**config.mk**
```make
export PLATFORM = sky130hd
export DESIGN_NAME = err_stress_seq
export DESIGN_NICKNAME = d
export VERILOG_FILES = /design/src/rtl/stress_pkg.sv /design/src/rtl/stress_phase_timer.sv /design/src/rtl/stress_byte_path.sv /design/src/rtl/stress_cell_loss.sv /design/src/rtl/err_stress_seq.sv
export SDC_FILE = /design/constraint.sdc
export NUM_CORES = 1
export LEC_CHECK = 0
export BUFFER_PORTS_ARGS = -buffer_cell sky130_fd_sc_hd__buf_2
export CAP_MARGIN = 20
export CORE_MARGIN = 4
export CORE_UTILIZATION = 30
export DETAILED_ROUTE_END_ITERATION = 6
export PLACE_DENSITY = 0.59
export SYNTH_ARGS = -nofsm -noshare
export SYNTH_HDL_FRONTEND = slang
export SYNTH_SLANG_ARGS = --single-unit
```
**constraint.sdc**
```tcl
create_clock -name clk_i -period 3.1 [get_ports clk_i]
set_input_delay 0.775 -clock clk_i [delete_from_list [all_inputs] [get_ports clk_i]]
set_output_delay 0.775 -clock clk_i [all_outputs]
set_load 0.05 [all_outputs]
```
**src/rtl/stress_pkg.sv**
```systemverilog
package stress_pkg;
  localparam logic [2:0] MODE_OFF       = 3'd0;
  localparam logic [2:0] MODE_ON        = 3'd1;
  localparam logic [2:0] MODE_PULSE_ON  = 3'd2;
  localparam logic [2:0] MODE_PULSE_OFF = 3'd3;
  localparam logic [2:0] MODE_SEQ_ON    = 3'd4;
  localparam logic [2:0] MODE_SEQ_OFF   = 3'd5;

  localparam logic ACT_MASK = 1'b0;
  localparam logic ACT_LOSS = 1'b1;

  // baseline level of the condition when no pattern runs
  function automatic logic base_on(input logic [2:0] m);
    return (m == MODE_ON) || (m == MODE_PULSE_OFF) || (m == MODE_SEQ_OFF);
  endfunction

  function automatic logic is_pattern(input logic [2:0] m);
    return (m >= MODE_PULSE_ON) && (m <= MODE_SEQ_OFF);
  endfunction

  function automatic logic is_seq(input logic [2:0] m);
    return (m == MODE_SEQ_ON) || (m == MODE_SEQ_OFF);
  endfunction
endpackage

```
**src/rtl/stress_phase_timer.sv**
```systemverilog
module stress_phase_timer #(
  parameter int LEN_W = 8
) (
  input  logic             clk_i,
  input  logic             rst_ni,
  input  logic             start_i,
  input  logic             tick_i,
  input  logic [LEN_W-1:0] len_i,
  input  logic [1:0]       last_phase_i,
  output logic             active_o,
  output logic [1:0]       phase_o
);
  logic [LEN_W-1:0] cnt_q;
  logic [LEN_W-1:0] len_eff;

  assign len_eff = (len_i == '0) ? LEN_W'(1) : len_i;

  always_ff @(posedge clk_i or negedge rst_ni) begin
    if (!rst_ni) begin
      active_o <= 1'b0;
      phase_o  <= 2'd0;
      cnt_q    <= '0;
    end else if (start_i) begin
      active_o <= 1'b1;
      phase_o  <= 2'd0;
      cnt_q    <= len_eff;
    end else if (active_o && tick_i) begin
      if (cnt_q == LEN_W'(1)) begin
        if (phase_o == last_phase_i) begin
          active_o <= 1'b0;
          phase_o  <= 2'd0;
          cnt_q    <= '0;
        end else begin
          phase_o <= phase_o + 2'd1;
          cnt_q   <= len_eff;
        end
      end else begin
        cnt_q <= cnt_q - LEN_W'(1);
      end
    end
  end

  assert_cnt_live_R6: assert property (@(posedge clk_i) disable iff (!rst_ni)
    active_o |-> (cnt_q != '0));

  assert_hold_no_tick_R6: assert property (@(posedge clk_i) disable iff (!rst_ni)
    (active_o && !tick_i && !start_i) |=> ($stable(cnt_q) && $stable(phase_o) && active_o));

  assert_phase_bound_R4: assert property (@(posedge clk_i) disable iff (!rst_ni)
    active_o |-> (phase_o <= 2'd2));

  assert_start_idle_R7: assert property (@(posedge clk_i) disable iff (!rst_ni)
    start_i |-> !active_o);
endmodule

```
**src/rtl/stress_byte_path.sv**
```systemverilog
module stress_byte_path #(
  parameter int DATA_W = 8
) (
  input  logic              rst_ni,
  input  logic              apply_i,
  input  logic              mask_en_i,
  input  logic              target_i,
  input  logic              ovh_slot_i,
  input  logic [DATA_W-1:0] byte_i,
  input  logic [DATA_W-1:0] mask_i,
  input  logic [DATA_W-1:0] normal_ovh_i,
  input  logic [DATA_W-1:0] alt_ovh_i,
  output logic [DATA_W-1:0] byte_o
);
  logic corrupt;
  assign corrupt = apply_i && mask_en_i && target_i;

  always_comb begin
    if (ovh_slot_i)   byte_o = apply_i ? alt_ovh_i : normal_ovh_i;
    else if (corrupt) byte_o = byte_i ^ mask_i;
    else              byte_o = byte_i;
  end

  always_comb begin
    if (rst_ni && !ovh_slot_i && !apply_i)
      assert_idle_pass_R8: assert (byte_o == byte_i);
    if (rst_ni && !ovh_slot_i && corrupt)
      assert_mask_diff_R8: assert ((byte_o ^ byte_i) == mask_i);
  end
endmodule

```
**src/rtl/stress_cell_loss.sv**
```systemverilog
module stress_cell_loss #(
  parameter int SN_W = 3
) (
  input  logic            clk_i,
  input  logic            rst_ni,
  input  logic            tick_i,
  input  logic            drop_i,
  output logic            fill_o,
  output logic [SN_W-1:0] sn_o
);
  // every slot consumes a number; a fill slot hides its number from the data stream
  always_ff @(posedge clk_i or negedge rst_ni) begin
    if (!rst_ni) begin
      sn_o   <= '1;
      fill_o <= 1'b0;
    end else if (tick_i) begin
      sn_o   <= sn_o + SN_W'(1);
      fill_o <= drop_i;
    end
  end

  assert_sn_step_R10: assert property (@(posedge clk_i) disable iff (!rst_ni)
    tick_i |=> (sn_o == SN_W'($past(sn_o) + SN_W'(1))));

  assert_fill_hold_R10: assert property (@(posedge clk_i) disable iff (!rst_ni)
    !tick_i |=> ($stable(fill_o) && $stable(sn_o)));
endmodule

```
**src/rtl/err_stress_seq.sv**
```systemverilog
module err_stress_seq
  import stress_pkg::*;
#(
  parameter int DATA_W = 8,
  parameter int LEN_W  = 8,
  parameter int SN_W   = 3
) (
  input  logic              clk_i,
  input  logic              rst_ni,
  input  logic [2:0]        mode_i,
  input  logic              arm_i,
  input  logic              tick_i,
  input  logic [LEN_W-1:0]  phase_len_i,
  input  logic              action_i,
  input  logic              target_i,
  input  logic              ovh_slot_i,
  input  logic [DATA_W-1:0] byte_i,
  input  logic [DATA_W-1:0] mask_i,
  input  logic [DATA_W-1:0] normal_ovh_i,
  input  logic [DATA_W-1:0] alt_ovh_i,
  output logic              apply_o,
  output logic [DATA_W-1:0] byte_o,
  output logic              fill_o,
  output logic [SN_W-1:0]   sn_o
);
  logic       active;
  logic [1:0] phase;
  logic       start;
  logic [2:0] run_mode_q;
  logic [2:0] eff_mode;
  logic [1:0] last_phase;

  assign start      = arm_i && !active && is_pattern(mode_i);
  assign eff_mode   = active ? run_mode_q : mode_i;
  assign last_phase = is_seq(run_mode_q) ? 2'd2 : 2'd0;
  // phases 0 and 2 invert the baseline, phase 1 restores it
  assign apply_o    = base_on(eff_mode) ^ (active && !phase[0]);

  always_ff @(posedge clk_i or negedge rst_ni) begin
    if (!rst_ni)    run_mode_q <= MODE_OFF;
    else if (start) run_mode_q <= mode_i;
  end

  stress_phase_timer #(.LEN_W(LEN_W)) u_timer (
    .clk_i        (clk_i),
    .rst_ni       (rst_ni),
    .start_i      (start),
    .tick_i       (tick_i),
    .len_i        (phase_len_i),
    .last_phase_i (last_phase),
    .active_o     (active),
    .phase_o      (phase)
  );

  stress_byte_path #(.DATA_W(DATA_W)) u_bytes (
    .rst_ni       (rst_ni),
    .apply_i      (apply_o),
    .mask_en_i    (action_i == ACT_MASK),
    .target_i     (target_i),
    .ovh_slot_i   (ovh_slot_i),
    .byte_i       (byte_i),
    .mask_i       (mask_i),
    .normal_ovh_i (normal_ovh_i),
    .alt_ovh_i    (alt_ovh_i),
    .byte_o       (byte_o)
  );

  stress_cell_loss #(.SN_W(SN_W)) u_loss (
    .clk_i  (clk_i),
    .rst_ni (rst_ni),
    .tick_i (tick_i),
    .drop_i (apply_o && (action_i == ACT_LOSS)),
    .fill_o (fill_o),
    .sn_o   (sn_o)
  );

  assert_off_quiet_R1: assert property (@(posedge clk_i) disable iff (!rst_ni)
    (!active && (mode_i == MODE_OFF)) |-> !apply_o);

  assert_on_steady_R1: assert property (@(posedge clk_i) disable iff (!rst_ni)
    (!active && (mode_i == MODE_ON)) |-> apply_o);

  assert_rearm_ignored_R7: assert property (@(posedge clk_i) disable iff (!rst_ni)
    (active && arm_i && !tick_i) |=> (active && $stable(phase) && $stable(apply_o)));

  assert_arm_flips_R2: assert property (@(posedge clk_i) disable iff (!rst_ni)
    start |=> (apply_o != $past(base_on(mode_i))));
endmodule

```
Word-level counts from Yosys, hierarchy flattened
Cells that the tools add are included.
Widths: inputs -> output; s select.
Word-level totals
  flip-flop bits (word level): 18
  bits of input ports: 50
  output and inout bits: 13
  word-level logic and storage cells: 58
Operators by class
  add/sub/neg operators: 3
  $lt $le $gt $ge: 2
  equality and inequality tests: 7
  mux-type cells: 18
  bitwise gates (word level): 3
  reduce and logical (&&, ||, !) cells: 19
Operators by type and width (number)
  $mux 8: 8
  $mux 2: 5
  $eq 3x3->1 const B: 3
  $eq 8x1->1 const B: 1
  $logic_and 1x1->1: 8
  $logic_not 8->1: 1
  $sub 8x1->8 const B: 1
  $xor 8x8->8: 1
  $reduce_bool 2->1: 3
  $mux 1: 4
  $add 3x1->3 const B: 1
  $eq 3x1->1 const B: 1
  $eq 3x2->1 const B: 1
  $ge 3x2->1 const B: 1
  $le 3x3->1 const B: 1
  $logic_or 1x1->1: 3
  $mux 3: 1
  $reduce_and 3->1: 1
  $add 2x1->2 const B: 1
  $eq 2x2->1: 1
  $logic_not 1->1: 2
  $reduce_and 2->1: 1
  $not 1->1: 1
  $xor 1x1->1: 1

Depth between registers and ports, before layout
  depth in word-level cells: 9
  depth in mapped cells: 7
  gate-level depth less buffers: 7

Modules after synthesis
From an unflattened synthesis, not the netlist that was laid out.
Second synthesis, totals
  cell total of the unflattened synthesis: 151
  area, all modules: 1441.4 sq um
Modules (own cells, without submodules)
  stress_phase_timer: times used 1, cells an instance 82, area each 744.5 sq um
  stress_byte_path: times used 1, cells an instance 37, area each 329.1 sq um
  err_stress_seq: times used 1, cells an instance 22, area each 207.7 sq um
  stress_cell_loss: times used 1, cells an instance 10, area each 160.2 sq um

Worst setup path before layout
OpenSTA, ideal clock, no wires.
  kind: in2out
  start point: input port mode_i[0]
  end point: output port byte_o[0]
  arrival time: 2.631 ns
  required time: 2.325 ns
  slack: -0.306 ns
  stages: 7
  cell sequence: nor2b_1 a32oi_1 xnor2_1 buf_2 buf_2 nand4_1 o211ai_1
On the way
  longest elaborated chain between the ends: 9
  elaborated cells on any way between the ends: 12
  classes of those cells: eq/ne: 3; mux: 4; bitwise: 1; reduce/logical: 4
RTL lines
  from (decl): RTL line err_stress_seq.sv:10  | input logic [2:0] mode_i,
  $mux 3 (*): RTL line err_stress_seq.sv:34  | assign eff_mode = active ? run_mode_q : mode_i;
  $eq 3x1->1 / $eq 3x2->1 (equally long branches): RTL line stress_pkg.sv:14  | return (m == MODE_ON) || (m == MODE_PULSE_OFF) || (m == MODE_SEQ_OFF);
  $logic_or 1x1->1: RTL line stress_pkg.sv:14
  $logic_or 1x1->1 (*): RTL line stress_pkg.sv:14
  $xor 1x1->1 (*): RTL line err_stress_seq.sv:37  | assign apply_o = base_on(eff_mode) ^ (active && !phase[0]);
  via apply_o: RTL line err_stress_seq.sv:21  | output logic apply_o,
  $logic_and 1x1->1 (2 in series): RTL line stress_byte_path.sv:16  | assign corrupt = apply_i && mask_en_i && target_i;
  $mux 8: RTL line stress_byte_path.sv:20  | else if (corrupt) byte_o = byte_i ^ mask_i;
  $mux 8 (*): RTL line stress_byte_path.sv:19  | if (ovh_slot_i) byte_o = apply_i ? alt_ovh_i : normal_ovh_i;
  to (decl): RTL line err_stress_seq.sv:22  | output logic [DATA_W-1:0] byte_o,
Mark *: on every way through the listed nets, which the timed path passes. The rest lies on a longest branch.

Worst setup path in the final report
  start point: input port mode_i[0]
  end point: output port byte_o[6]
On the way
  longest elaborated chain between the ends: 9
  elaborated cells on any way between the ends: 12
  classes of those cells: eq/ne: 3; mux: 4; bitwise: 1; reduce/logical: 4
RTL lines (RTL line)
  $mux 3 (*): err_stress_seq.sv:34
  $eq 3x1->1 / $eq 3x2->1 (equally long branches): stress_pkg.sv:14
  $logic_or 1x1->1: stress_pkg.sv:14
  $logic_or 1x1->1 (*): stress_pkg.sv:14
  $xor 1x1->1 (*): err_stress_seq.sv:37
  $logic_and 1x1->1 (2 in series): stress_byte_path.sv:16
  $mux 8: stress_byte_path.sv:20
  $mux 8 (*): stress_byte_path.sv:19
Every way passes the cells marked *; elsewhere a longest branch is shown, timed or not.

==> metrics.cfg <==
[critical_path]
path_class=in -> out
r2r_start=u_timer.cnt_q[1]$_DFFE_PN0P_
worst_path_max_delay_cell=a311o_1
r2r_slack_ps=980
slowest_delay_ps=310
crit_fanout=26
cp_cell_sequence=buf_2 > nor2b_1 > a32oi_1 > xnor2_2 > buf_12 > a311o_1 > o211ai_1 > buf_2
rr_worst_depth=7
cpMostUsedCell=buf_2
worstSetupStartpoint=mode_i[0]
critPathCaptureType=output pin
cp-start-kind=input port
cp_data_arrival_time_ps=2230
critPathRequiredTime_ps=2320
r2r_end=u_timer.cnt_q[3]$_DFFE_PN0P_

[power_and_ir_drop]
ir_worst_vdd_uv=455.3
power.leakage_nw=0.8762
power.density_nw_per_um2=988.5
finalPower_mw=1.842

[sta]
period_share=0.9684
timing.setup.tns_ps=0
period_needed_ps=3002
hold_viol=0
slew_violations=0
rsz0062_at_grt=false
finalSetupViolations=0
worst_slew_pin_slew_ps=396.9
fin_skew_ps=4.463
slew-limit-headroom=0.7354
max_freq_mhz=333.1

[clock_network]
cts_sinks=18
cts_buffer_depth=2
hold_buffers=0
clk_pin_slew_ps=70
insertion_delay_ps=250
cts_tree=built
cts_buffers=3
cts_root_buf=clkbuf_8
cts-htree-levels=1

[grt]
grt_use_total=0.1296
grt_pass1_wl_mm=6.527
grt_max_degree=27
grt_pass1_vias=1445
grt_overflow=0
antenna_found_initial=0

[finish]
seqCellArea_sq_um=454.2
area_growth_pct=31.65
nFillCells=445
multi_input_area_sq_um=887.1
final_nets=289
stdcell_area_sq_um=1863
drive_gt1_frac=0.3362
antennaDiodeCount=0

[run]
max_cap_violations=0

[synth]
synth-edff-count=0
synthTopCellsByCount=nand2_1, nor2_1, dfrtp_1, inv_1, o211ai_1
synth_area_leaders=dfrtp_1, mux2i_1, nand2_1, a311o_1, dfstp_2
yosys.area.top_type=dfrtp_1
yosysMostFrequentCell=nand2_1
synth_ff_type=dfrtp_1
synthCells=174
ys_types=41
synth_area_sq_um=1415
synth_seq_cells=18
async_reset_ff_frac=1.000
synth_top_area_share=0.2653
synth.yosys.seq_area_share=0.3210
yosysWarnings=0
avgSynthCellArea_sq_um=8.133
syn_nets=227

[die]
die_w_microns=76.68
pin_count=63
initial_core_util=0.3163
row_count=24
die_area_sq_um=5880
dieHeight_microns=76.68
coreArea_sq_um=4474

[placed_design]
dp_hpwl_mm=2.977
gp_congestion=0.7716
placed_cell_area_sq_um=1800
io_buffers=62

[hold_path]
hold_class=in -> async

[detailed_routing]
route.detailed.drc=0
drt_iter0_drc=68
viasPerCell=5.247
drt_pass1_iterations=4
wl_per_cell_microns=13.06
routed_wl_mm=3.747
num_vias=1506
ant_nets=0

[run_status]
status=finished clean

per-stage QoR:
stage / setup slack [ps] / util / std cells / hold slack (ps)
final: 98.03 / 0.4164 / 287 / 435.6
after global routing: 5.215 / 0.4164 / 287 / 456.8
after CTS: 90.66 / 0.4147 / 287 / 449.3
after detailed placement: 94.07 / 0.4024 / 283 / 479.6
after global placement: 99.27 / 0.4024 / 283 / 463.3
after floorplan: -57.83 / - / 174 / 446.1
how the worst max path moves through the flow:
stage	to	cells after the start
2_1_floorplan	byte_o[0]	6
3_3_place_gp	byte_o[7]	8
3_5_place_dp	byte_o[7]	8
4_1_cts	byte_o[7]	8
5_1_grt	byte_o[4]	8
6_report	byte_o[6]	8
layout by cell type (no fill, tap or decap), types with 2 or more instances in the layout:
master | netlist | final
o21ai_0 | 7 | 7
buf_4 | 0 | 3
o211ai_1 | 10 | 10
o311ai_0 | 2 | 2
dfrtp_1 | 15 | 15
nand3_1 | 6 | 6
nor3_1 | 2 | 2
mux2i_1 | 9 | 9
nor3b_1 | 2 | 2
a311o_1 | 8 | 8
nor4_1 | 2 | 2
buf_2 | 2 | 59
mux2_2 | 2 | 2
nand2_1 | 23 | 23
nand4_1 | 9 | 9
a21oi_1 | 3 | 3
clkbuf_4 | 0 | 2
or3_1 | 2 | 2
dfstp_2 | 3 | 3
inv_1 | 13 | 13
clkbuf_8 | 0 | 4
nor2b_1 | 5 | 5
nor2_1 | 19 | 19
ha_1 | 3 | 3
xnor2_1 | 4 | 3
report_power, final:
group | internal (mW) | leakage (nW) | switching [mW]
Sequential | 0.360 | 0.218 | 0.112
Clock | 0.113 | 0.0288 | 0.0786
Combinational | 0.439 | 0.629 | 0.740
logic make-up after synthesis:
family,share of synthesized area
AOI/OAI and AO/OA,0.2043
xor gates and xnor gates,0.03094
adders and majority gates,0.02653
buffers and inverters,0.05747
DFF,0.3210
muxes,0.07958
and+or+nand+nor,0.2803
timing repair:
action,in CTS,in global routing
buffers inserted,0,0
setup endpoints to repair,0,3
resized for setup,0,4
routing by layer:
layer	up-vias	part of all wire	global-route usage
met5	-	0	0
met4	0	0.0067	0.02174
met3	4	0.071	0.03981
met2	47	0.46	0.2099
met1	692	0.46	0.1715
li1	763	-	-
worst max-delay path: cells and delay by family:
family / cells / cell delay [ps]
AO/OA/AOI/OAI: 3 / 640
XOR/XNOR: 1 / 110
buffers and inverters: 3 / 560
AND/OR/NAND/NOR: 1 / 120
sequential cells by signal, indices dropped and copies added, names as in the netlist:
signal and flops:
u_loss.fill_o 1, run_mode_q 3, u_loss.sn_o 3, u_timer.phase_o 2
u_timer.active_o 1, u_timer.cnt_q 8
area by class of cell:
class,count,area share
inverter,13,0.02619
timing repair buffer,65,0.1894
clock buffer,4,0.02955
sequential,18,0.2438
multi-input combinational,135,0.4762
tap,52,0.03492
Note: power is estimated with default switching activity, not from simulation.
